<file path="src/rtl/vfp_tdc_pkg.sv">
package vfp_tdc_pkg;

  localparam int CLASS_W = 12;

  // Positive variant sits one bit above its negative twin.
  localparam int POS_ZERO = 11;
  localparam int POS_NORM = 9;
  localparam int POS_SUB  = 7;
  localparam int POS_INF  = 5;
  localparam int POS_QNAN = 3;
  localparam int POS_SNAN = 1;

  typedef logic [CLASS_W-1:0] class_vec_t;

  typedef enum logic [1:0] {
    CC_ALL  = 2'd0,
    CC_SOME = 2'd1,
    CC_NONE = 2'd3
  } cc_t;

endpackage

</file>
<file path="src/rtl/vfp_lane_classify.sv">
module vfp_lane_classify
  import vfp_tdc_pkg::*;
#(
  parameter int EXP_W = 8,
  parameter int MAN_W = 23,
  localparam int ELEM_W = 1 + EXP_W + MAN_W
) (
  input  logic [ELEM_W-1:0] elem,
  output class_vec_t        cls
);

  logic             sgn;
  logic [EXP_W-1:0] expo;
  logic [MAN_W-1:0] man;
  logic             exp_max;
  logic             exp_zero;
  logic             man_zero;
  int unsigned      base;

  assign sgn      = elem[ELEM_W-1];
  assign expo     = elem[ELEM_W-2 -: EXP_W];
  assign man      = elem[MAN_W-1:0];
  assign exp_max  = &expo;
  assign exp_zero = ~|expo;
  assign man_zero = ~|man;

  always_comb begin
    if (exp_max && man_zero)       base = POS_INF;
    else if (exp_max)              base = man[MAN_W-1] ? POS_QNAN : POS_SNAN;
    else if (exp_zero && man_zero) base = POS_ZERO;
    else if (exp_zero)             base = POS_SUB;
    else                           base = POS_NORM;
  end

  always_comb begin
    cls = '0;
    cls[base - int'(sgn)] = 1'b1;
  end

endmodule

</file>
<file path="config.mk">
export PLATFORM = sky130hd
export DESIGN_NAME = vfp_lane_classify
export DESIGN_NICKNAME = d
export VERILOG_FILES = /design/src/rtl/vfp_tdc_pkg.sv /design/src/rtl/vfp_lane_classify.sv
export SDC_FILE = /design/constraint.sdc
export NUM_CORES = 1
export LEC_CHECK = 0
export ABC_CLOCK_PERIOD_IN_PS = 1400
export CAP_MARGIN = 30
export CELL_PAD_IN_SITES_DETAIL_PLACEMENT = 0
export CELL_PAD_IN_SITES_GLOBAL_PLACEMENT = 2
export CORE_AREA = 2 2 39 41
export DETAILED_ROUTE_END_ITERATION = 8
export DIE_AREA = 0 0 41 43
export DONT_BUFFER_PORTS = 1
export PLACE_DENSITY_LB_ADDON = 0.1
export SYNTH_ARGS = -nofsm -noshare
export SYNTH_HDL_FRONTEND = slang
export SYNTH_SLANG_ARGS = --single-unit
</file>
<file path="constraint.sdc">
create_clock -name vclk -period 1.4
set_clock_uncertainty 0.15 [all_clocks]
set_input_delay 0.21 -clock vclk [all_inputs]
set_output_delay 0.21 -clock vclk [all_outputs]
set_load 0.03 [all_outputs]
</file>
==> results.sh, run 1 <==
export IMPL_seq_area_um2=0
export IMPL_synth_cells=33
export IMPL_path_delay_family="simple AND/OR/NAND/NOR gates"
export IMPL_cp_arrival_ns=1.16
export IMPL_synth_area_leaders="nor4_4, nor4_2, and4_1"
export IMPL_design_core_area_um2=1380
export IMPL_placed_area_um2=543
export IMPL_via_per_inst=5.85
export IMPL_synth_nets=65
export IMPL_leakagePower_nw=0.198
export IMPL_fin_hold_ws_ns=0.413
export IMPL_grt_overflow_total=0
export IMPL_ys_types=19
export IMPL_fin_crit_ns=1.52
export IMPL_crit_path_end_kind="primary output"
export IMPL_nets=79
export IMPL_nFlopsAndLatches=0
export IMPL_dr_pass1_iters=1
export IMPL_antenna_found_initial=0
export IMPL_yosys_area_top_type="nor4_4"
export IMPL_synthTopCellsByCount="nor4_2, nor4_4, a21oi_1"
export IMPL_fin_setup_tns_ns=-0.827
export IMPL_drt_total_wl_um=1100
export IMPL_grt_pass1_wl_um=1750
export IMPL_clock_buffers=0
export IMPL_fmax_mhz=659
export IMPL_track_usage_pct=13.6
export IMPL_cts_hold_buf=0
export IMPL_violations="setup timing"
export IMPL_fin_area_um2=603
export IMPL_worstPathRequired_ns=1.04
export IMPL_max_stage_delay_ns=0.31
export IMPL_critPathLaunchType="input pin"
export IMPL_synth_warnings=0
export IMPL_die_h_um=43
export IMPL_status="finished with violations"
export IMPL_die_area_um2=1760
export IMPL_layout_drive_gt1_share_pct=84.4
export IMPL_worstPathCellList="nor4_4 -> nand2_2 -> a311oi_4 -> buf_6"
export IMPL_die_width_um=41
export IMPL_wl_per_cell_um=18.1
export IMPL_vdd_drop_max_mv=0.0345
export IMPL_syn_avg_cell_area_um2=9.37
export IMPL_yosysSeqAreaShare_pct=0
export IMPL_final_antenna_net_count=0
export IMPL_drt_first_iter_violations=0
export IMPL_max_cap_viol_count=0
export IMPL_worstSetupPathType="input pin to primary output"
export IMPL_vias=357
export IMPL_path_max_fanout=5
export IMPL_start_util_pct=22.3
export IMPL_antennaDiodeCount=0
export IMPL_dp_hpwl_um=962
export IMPL_grt_max_degree=8
export IMPL_hold_viol_final=0
export IMPL_hp_class="input pin to primary output"
export IMPL_place_congestion=0.624
export IMPL_worst_pin_slew_ns=0.424
export IMPL_port_buffers=0
export IMPL_post_route_drc_count=0
export IMPL_finalSetupViolations=12
export IMPL_cp_slowest_cell="nor4_4"
export IMPL_fp_row_count=14
export IMPL_cp_num_buf_inv=1
export IMPL_finalCritPeriodShare_pct=108
export IMPL_multi_input_comb_area_um2=450
export IMPL_pin_count=44
export IMPL_report_final_slew_viol_count=0
export IMPL_p_per_area_nw_per_um2=70.2
export IMPL_syn_area_um2=309
export IMPL_syn_to_final_growth_pct=95.1
export IMPL_synth_top_area_share_pct=27.5
export IMPL_fin_cells=61
export IMPL_num_fill_cells=138
export IMPL_timing_final_ws_setup_ns=-0.117
export IMPL_rsz0062_at_grt="true"
export IMPL_grt_pass1_vias=399
export IMPL_slew_headroom_pct=71.6
export IMPL_dp_cells=58
[stage by stage]
step	setup WS (ns)	total power, mW	util [%]
2_1_floorplan	-0.172	0.0364	-
3_3_place_gp	-0.189	0.0388	39.2
3_5_place_dp	-0.205	0.0392	39.2
4_1_cts	-0.127	0.0418	42.0
5_1_grt	-0.198	0.0453	43.6
6_report	-0.117	0.0424	43.6
[cell type report]
| type | count | area share, % |
|---|---|---|
| Timing Repair Buffer | 12 | 21.4 |
| Multi-Input combinational cell | 32 | 74.7 |
| Inverter | 1 | 0.622 |
| Tap cell | 16 | 3.32 |
[final timing paths]
| path | from | endpoint | slack [ns] | cells past startpoint |
|---|---|---|---|---|
| setup / recovery | elem[30] | cls[7] | -0.12 | 4 |
| hold / removal | elem[31] | cls[7] | 0.41 | 2 |
[cell usage in the layout, fill, tap and decap left out, types with 2 or more instances in the layout]
cell type / n
nand2_2: 2
and4_4: 3
nand3_1: 2
a211oi_4: 2
nor4_4: 10
buf_6: 7
buf_4: 4
a21oi_1: 2
[metal layers]
layer  share of wire [%]  wire (um)  track usage [%]
met1                  26        285             14.1
met2                  64        703             27.5
met3                  10        114             2.09
met4                   0          0                0
met5                   0          0                0
[report_power, final]
group	total, mW	switching (mW)	leakage, nW	internal, mW
sequential	0	0	0	0
clock	0	0	0	0
combinational	0.0424	0.0217	0.198	0.0207
[kinds of logic after synthesis]
family | count (synthesis) | synth area share (%)
buffers and inverters | 1 | 1.21
AND/OR/NAND/NOR | 25 | 81.4
AO/OA/AOI/OAI | 7 | 17.4
[what timing repair did]
item                                    in CTS  in global routing
endpoints found under the hold margin        0                  0
gates resized for setup                      7                  6
buffers inserted                             3                  0
endpoints found under the setup margin      10                 12
pin swaps                                    9                  4
Power figures use the tool's default switching activity.
==> inputs of run 2 (changes only) <==
--- a/config.mk
+++ b/config.mk
@@ -14,6 +14,7 @@
 export DIE_AREA = 0 0 41 43
 export DONT_BUFFER_PORTS = 1
 export PLACE_DENSITY_LB_ADDON = 0.1
+export REMOVE_ABC_BUFFERS = 1
 export SYNTH_ARGS = -nofsm -noshare
 export SYNTH_HDL_FRONTEND = slang
 export SYNTH_SLANG_ARGS = --single-unit
==> results.sh, run 2 (synthesized netlist as in run 1, its figures left out) <==
export IMPL_syn_to_final_growth_pct=91.5
export IMPL_drt_total_wl_um=1050
export IMPL_die_area_um2=1760
export IMPL_finalCritPeriodShare_pct=107
export IMPL_place_congestion=0.641
export IMPL_fin_cells=64
export IMPL_fmax_mhz=670
export IMPL_via_per_inst=5.86
export IMPL_fin_setup_tns_ns=-0.556
export IMPL_fin_crit_ns=1.49
export IMPL_layout_commonest_cell="buf_4"
export IMPL_vdd_drop_max_mv=0.0325
export IMPL_vias=375
export IMPL_post_route_drc_count=0
export IMPL_dr_pass1_iters=1
export IMPL_worstSetupPathType="input pin to primary output"
export IMPL_design_core_area_um2=1380
export IMPL_leakagePower_nw=0.186
export IMPL_grt_overflow_total=0
export IMPL_drt_first_iter_violations=0
export IMPL_grt_max_degree=8
export IMPL_status="finished with violations"
export IMPL_final_antenna_net_count=0
export IMPL_worst_pin_slew_ns=0.293
export IMPL_antennaDiodeCount=0
export IMPL_violations="setup timing"
export IMPL_start_util_pct=22.3
export IMPL_die_h_um=43
export IMPL_grt_pass1_wl_um=1520
export IMPL_worstPathRequired_ns=1.04
export IMPL_die_width_um=41
export IMPL_grt_pass1_vias=365
export IMPL_critPathLaunchType="input pin"
export IMPL_final_cell_mix="buf_4, nor4_4, buf_6, and4_4"
export IMPL_slew_headroom_pct=80.3
export IMPL_port_buffers=0
export IMPL_track_usage_pct=11.3
export IMPL_layout_drive_gt1_share_pct=91.7
export IMPL_nFlopsAndLatches=0
export IMPL_seq_area_um2=0
export IMPL_wl_per_cell_um=16.3
export IMPL_fin_area_um2=592
export IMPL_p_per_area_nw_per_um2=77.0
export IMPL_rsz0062_at_grt="true"
export IMPL_finalSetupViolations=9
export IMPL_crit_path_end_kind="primary output"
export IMPL_utilization_pct=42.8
export IMPL_nets=82
export IMPL_max_cap_viol_count=0
export IMPL_timing_final_ws_setup_ns=-0.0934
export IMPL_placed_area_um2=434
export IMPL_cp_arrival_ns=1.13
export IMPL_dp_hpwl_um=920
export IMPL_hp_class="input pin to primary output"
export IMPL_path_max_fanout=4
export IMPL_fp_row_count=14
export IMPL_antenna_found_initial=0
export IMPL_clock_buffers=0
export IMPL_hold_viol_final=0
export IMPL_dp_cells=63
export IMPL_post_place_ws_ns=-0.200
export IMPL_num_fill_cells=135
export IMPL_pin_count=44
export IMPL_report_final_slew_viol_count=0
==> run 2: cell types whose count changed in the layout (fill, tap and decap cells not counted), moves of 2 or more <==
cell / previous run / this run
a211oi_2: 0 / 2
a211oi_4: 2 / 0
buf_4: 4 / 10
buf_6: 7 / 5
nand3_1: 2 / 0
==> run 2: repair_timing <==
item	in CTS	in global routing
hold buffers	0	0
endpoints found under the setup margin	11	10
buffers inserted	0	1
pin swaps	9	10
resized for setup	18	14
==> run 2: worst paths after layout <==
kind                  startpoint      end  slack, ns  cells past startpoint
worst max-delay path    elem[16]   cls[7]      -0.09                      4
worst min-delay path    elem[31]  cls[11]       0.42                      2
==> run 2: cell type report <==
class                           instances  area [um^2]  area share, %
Inverter                                1         3.75          0.634
Multi-Input combinational cell         32          437           73.8
Tap cell                               16         20.0           3.38
Timing Repair Buffer                   15          131           22.2
==> run 2: through the flow <==
step / hold slack (ns) / total power [mW]
final: 0.419 / 0.0456
after floorplan: 0.335 / 0.0281
after global placement: 0.443 / 0.0326
after global routing: 0.425 / 0.0482
after CTS: 0.435 / 0.0415
after detailed placement: 0.443 / 0.0330
==> run 2: where the power goes <==
| part | total, mW | switching [mW] | internal (mW) |
|---|---|---|---|
| Combinational | 0.0456 | 0.0217 | 0.0238 |
| Sequential | 0 | 0 | 0 |
| Clock | 0 | 0 | 0 |
| Total | 0.0456 | 0.0217 | 0.0238 |
==> run 2: worst max-delay path: stages <==
cell      delay [ns]
nor4_4          0.33
and4_4          0.32
a311oi_2        0.09
buf_4           0.18
==> run 2: per-layer routing <==
metal	track usage, %	share of wire [%]	vias up
li1	-	-	176
met1	13.6	36	169
met2	20.6	50	30
met3	2.09	15	0
met4	0	0	0
met5	0	0	-
==> inputs of run 3 (changes only) <==
--- a/config.mk
+++ b/config.mk
@@ -5,7 +5,7 @@
 export SDC_FILE = /design/constraint.sdc
 export NUM_CORES = 1
 export LEC_CHECK = 0
-export ABC_CLOCK_PERIOD_IN_PS = 1400
+export ABC_CLOCK_PERIOD_IN_PS = 1600
 export CAP_MARGIN = 30
 export CELL_PAD_IN_SITES_DETAIL_PLACEMENT = 0
 export CELL_PAD_IN_SITES_GLOBAL_PLACEMENT = 2
@@ -13,6 +13,7 @@
 export DETAILED_ROUTE_END_ITERATION = 8
 export DIE_AREA = 0 0 41 43
 export DONT_BUFFER_PORTS = 1
+export MAX_ROUTING_LAYER = met4
 export PLACE_DENSITY_LB_ADDON = 0.1
 export REMOVE_ABC_BUFFERS = 1
 export SYNTH_ARGS = -nofsm -noshare
==> constraint.sdc (replaced) <==
create_clock -name vclk -period 1.6
set_clock_uncertainty 0.15 [all_clocks]
set_input_delay 0.24 -clock vclk [all_inputs]
set_output_delay 0.24 -clock vclk [all_outputs]
set_load 0.03 [all_outputs]
==> results.sh, run 3 (synthesized netlist as in run 1, its figures left out) <==
export IMPL_critPathLaunchType="input pin"
export IMPL_finalCritPeriodShare_pct=97.6
export IMPL_rsz0062_at_grt="true"
export IMPL_finalSetupViolations=0
export IMPL_hold_viol_final=0
export IMPL_slew_headroom_pct=80.3
export IMPL_place_congestion=0.641
export IMPL_status="complete, no violations"
export IMPL_grt_overflow_total=0
export IMPL_cp_arrival_ns=1.17
export IMPL_vias=360
export IMPL_clock_buffers=0
export IMPL_max_cap_viol_count=0
export IMPL_crit_path_end_kind="primary output"
export IMPL_vdd_drop_max_mv=0.0285
export IMPL_fin_area_um2=482
export IMPL_nFlopsAndLatches=0
export IMPL_layout_commonest_cell="buf_4"
export IMPL_via_per_inst=5.90
export IMPL_post_route_drc_count=0
export IMPL_dp_cells=60
export IMPL_die_h_um=43
export IMPL_fmax_mhz=640
export IMPL_antennaDiodeCount=0
export IMPL_dr_max_layer_used="met3"
export IMPL_whs_endpoint="cls[11]"
export IMPL_dr_wl_met2_um=488
export IMPL_fp_row_count=14
export IMPL_nets=79
export IMPL_cp_slowest_cell="nor4_4"
export IMPL_start_util_pct=22.3
export IMPL_path_max_fanout=5
export IMPL_p_per_area_nw_per_um2=66.8
export IMPL_clkPwrFrac_pct=0
export IMPL_worst_pin_slew_ns=0.294
export IMPL_wl_met3_um=174
export IMPL_fin_cells=61
export IMPL_worstSetupStartpoint="elem[30]"
export IMPL_num_fill_cells=151
export IMPL_dr_pass1_iters=2
export IMPL_design_core_area_um2=1380
export IMPL_worstPathRequired_ns=1.21
export IMPL_pin_count=44
export IMPL_wl_met1_um=342
export IMPL_leakagePower_nw=0.146
export IMPL_wl_per_cell_um=16.5
export IMPL_die_width_um=41
export IMPL_report_final_slew_viol_count=0
export IMPL_grt_pass1_vias=358
export IMPL_final_antenna_net_count=0
export IMPL_worstHoldStart="elem[31]"
export IMPL_syn_to_final_growth_pct=55.9
export IMPL_track_usage_pct=10.6
export IMPL_cts_hold_buf=0
export IMPL_max_stage_delay_ns=0.32
export IMPL_placed_area_um2=412
export IMPL_grt_pass1_wl_um=1390
export IMPL_p_int_mw=0.0158
export IMPL_p_sw_mw=0.0163
export IMPL_drt_total_wl_um=1010
export IMPL_layout_drive_gt1_share_pct=71.1
export IMPL_path_delay_family="simple AND/OR/NAND/NOR gates"
export IMPL_worstPathCellList="nor4_4 -> nand2_2 -> nor4_2 -> buf_4"
export IMPL_fin_crit_ns=1.56
export IMPL_cp_num_buf_inv=1
export IMPL_drt_first_iter_violations=1
export IMPL_hp_class="input pin to primary output"
export IMPL_antenna_found_initial=0
export IMPL_sw_frac_of_total_pct=50.7
export IMPL_hold_depth=2
export IMPL_final_cell_mix="buf_4, nor4_4, a21oi_1, nor4_2"
export IMPL_port_buffers=0
export IMPL_worstSetupPathType="input pin to primary output"
export IMPL_die_area_um2=1760
export IMPL_seq_area_um2=0
export IMPL_sequentialPowerShare_pct=0
export IMPL_pwr_share_comb_pct=100.0
export IMPL_multi_input_comb_area_um2=368
export IMPL_grt_max_degree=8
export IMPL_dp_hpwl_um=910
==> run 3: cell types whose count changed in the layout (fill, tap and decap cells not counted), sizes merged <==
cell,before,now
buf,15,12
==> run 3: layer usage <==
layer,up-vias,track usage [%]
li1,169,-
met1,161,12.3
met4,0,0
met5,-,-
met2,30,18.8
met3,0,2.62
==> run 3: power groups by stage <==
stage | Sequential, mW | Combinational (mW) | Clock (mW)
after floorplan | 0 | 0.0246 | 0
after global placement | 0 | 0.0275 | 0
after detailed placement | 0 | 0.0280 | 0
after CTS | 0 | 0.0294 | 0
after global routing | 0 | 0.0345 | 0
final | 0 | 0.0322 | 0
==> run 3: worst max path at each step <==
stage | slack, ns | depth (start not counted) | end
after floorplan | -0.25 | 3 | cls[10]
after global placement | 0.02 | 4 | cls[5]
after detailed placement | -0.09 | 4 | cls[5]
after CTS | 0.006 | 4 | cls[11]
after global routing | -0.05 | 4 | cls[11]
final | 0.04 | 4 | cls[11]
==> run 3: final cells by class <==
cell class / instances / area share (%)
Inverter: 1 / 0.779
Multi-Input combinational cell: 32 / 76.4
Tap cell: 16 / 4.16
Timing Repair Buffer: 12 / 18.7
==> run 3: metrics by stage <==
step	setup WS [ns]	hold slack (ns)	power [mW]	utilization, %	TNS, ns
2_1_floorplan	-0.248	0.395	0.0246	-	-1.02
3_3_place_gp	0.0239	0.503	0.0275	29.7	0
3_5_place_dp	-0.0852	0.503	0.0280	29.7	-0.163
4_1_cts	0.00610	0.503	0.0294	31.3	0
5_1_grt	-0.0493	0.513	0.0345	34.8	-0.109
6_report	0.0379	0.508	0.0322	34.8	0
==> run 3: timing repair <==
item / CTS / global route
gates resized for setup: 3 / 8
setup buffers: 0 / 1
pin swaps: 3 / 4
endpoints found under the setup margin: 4 / 6
cloned: 0 / 0
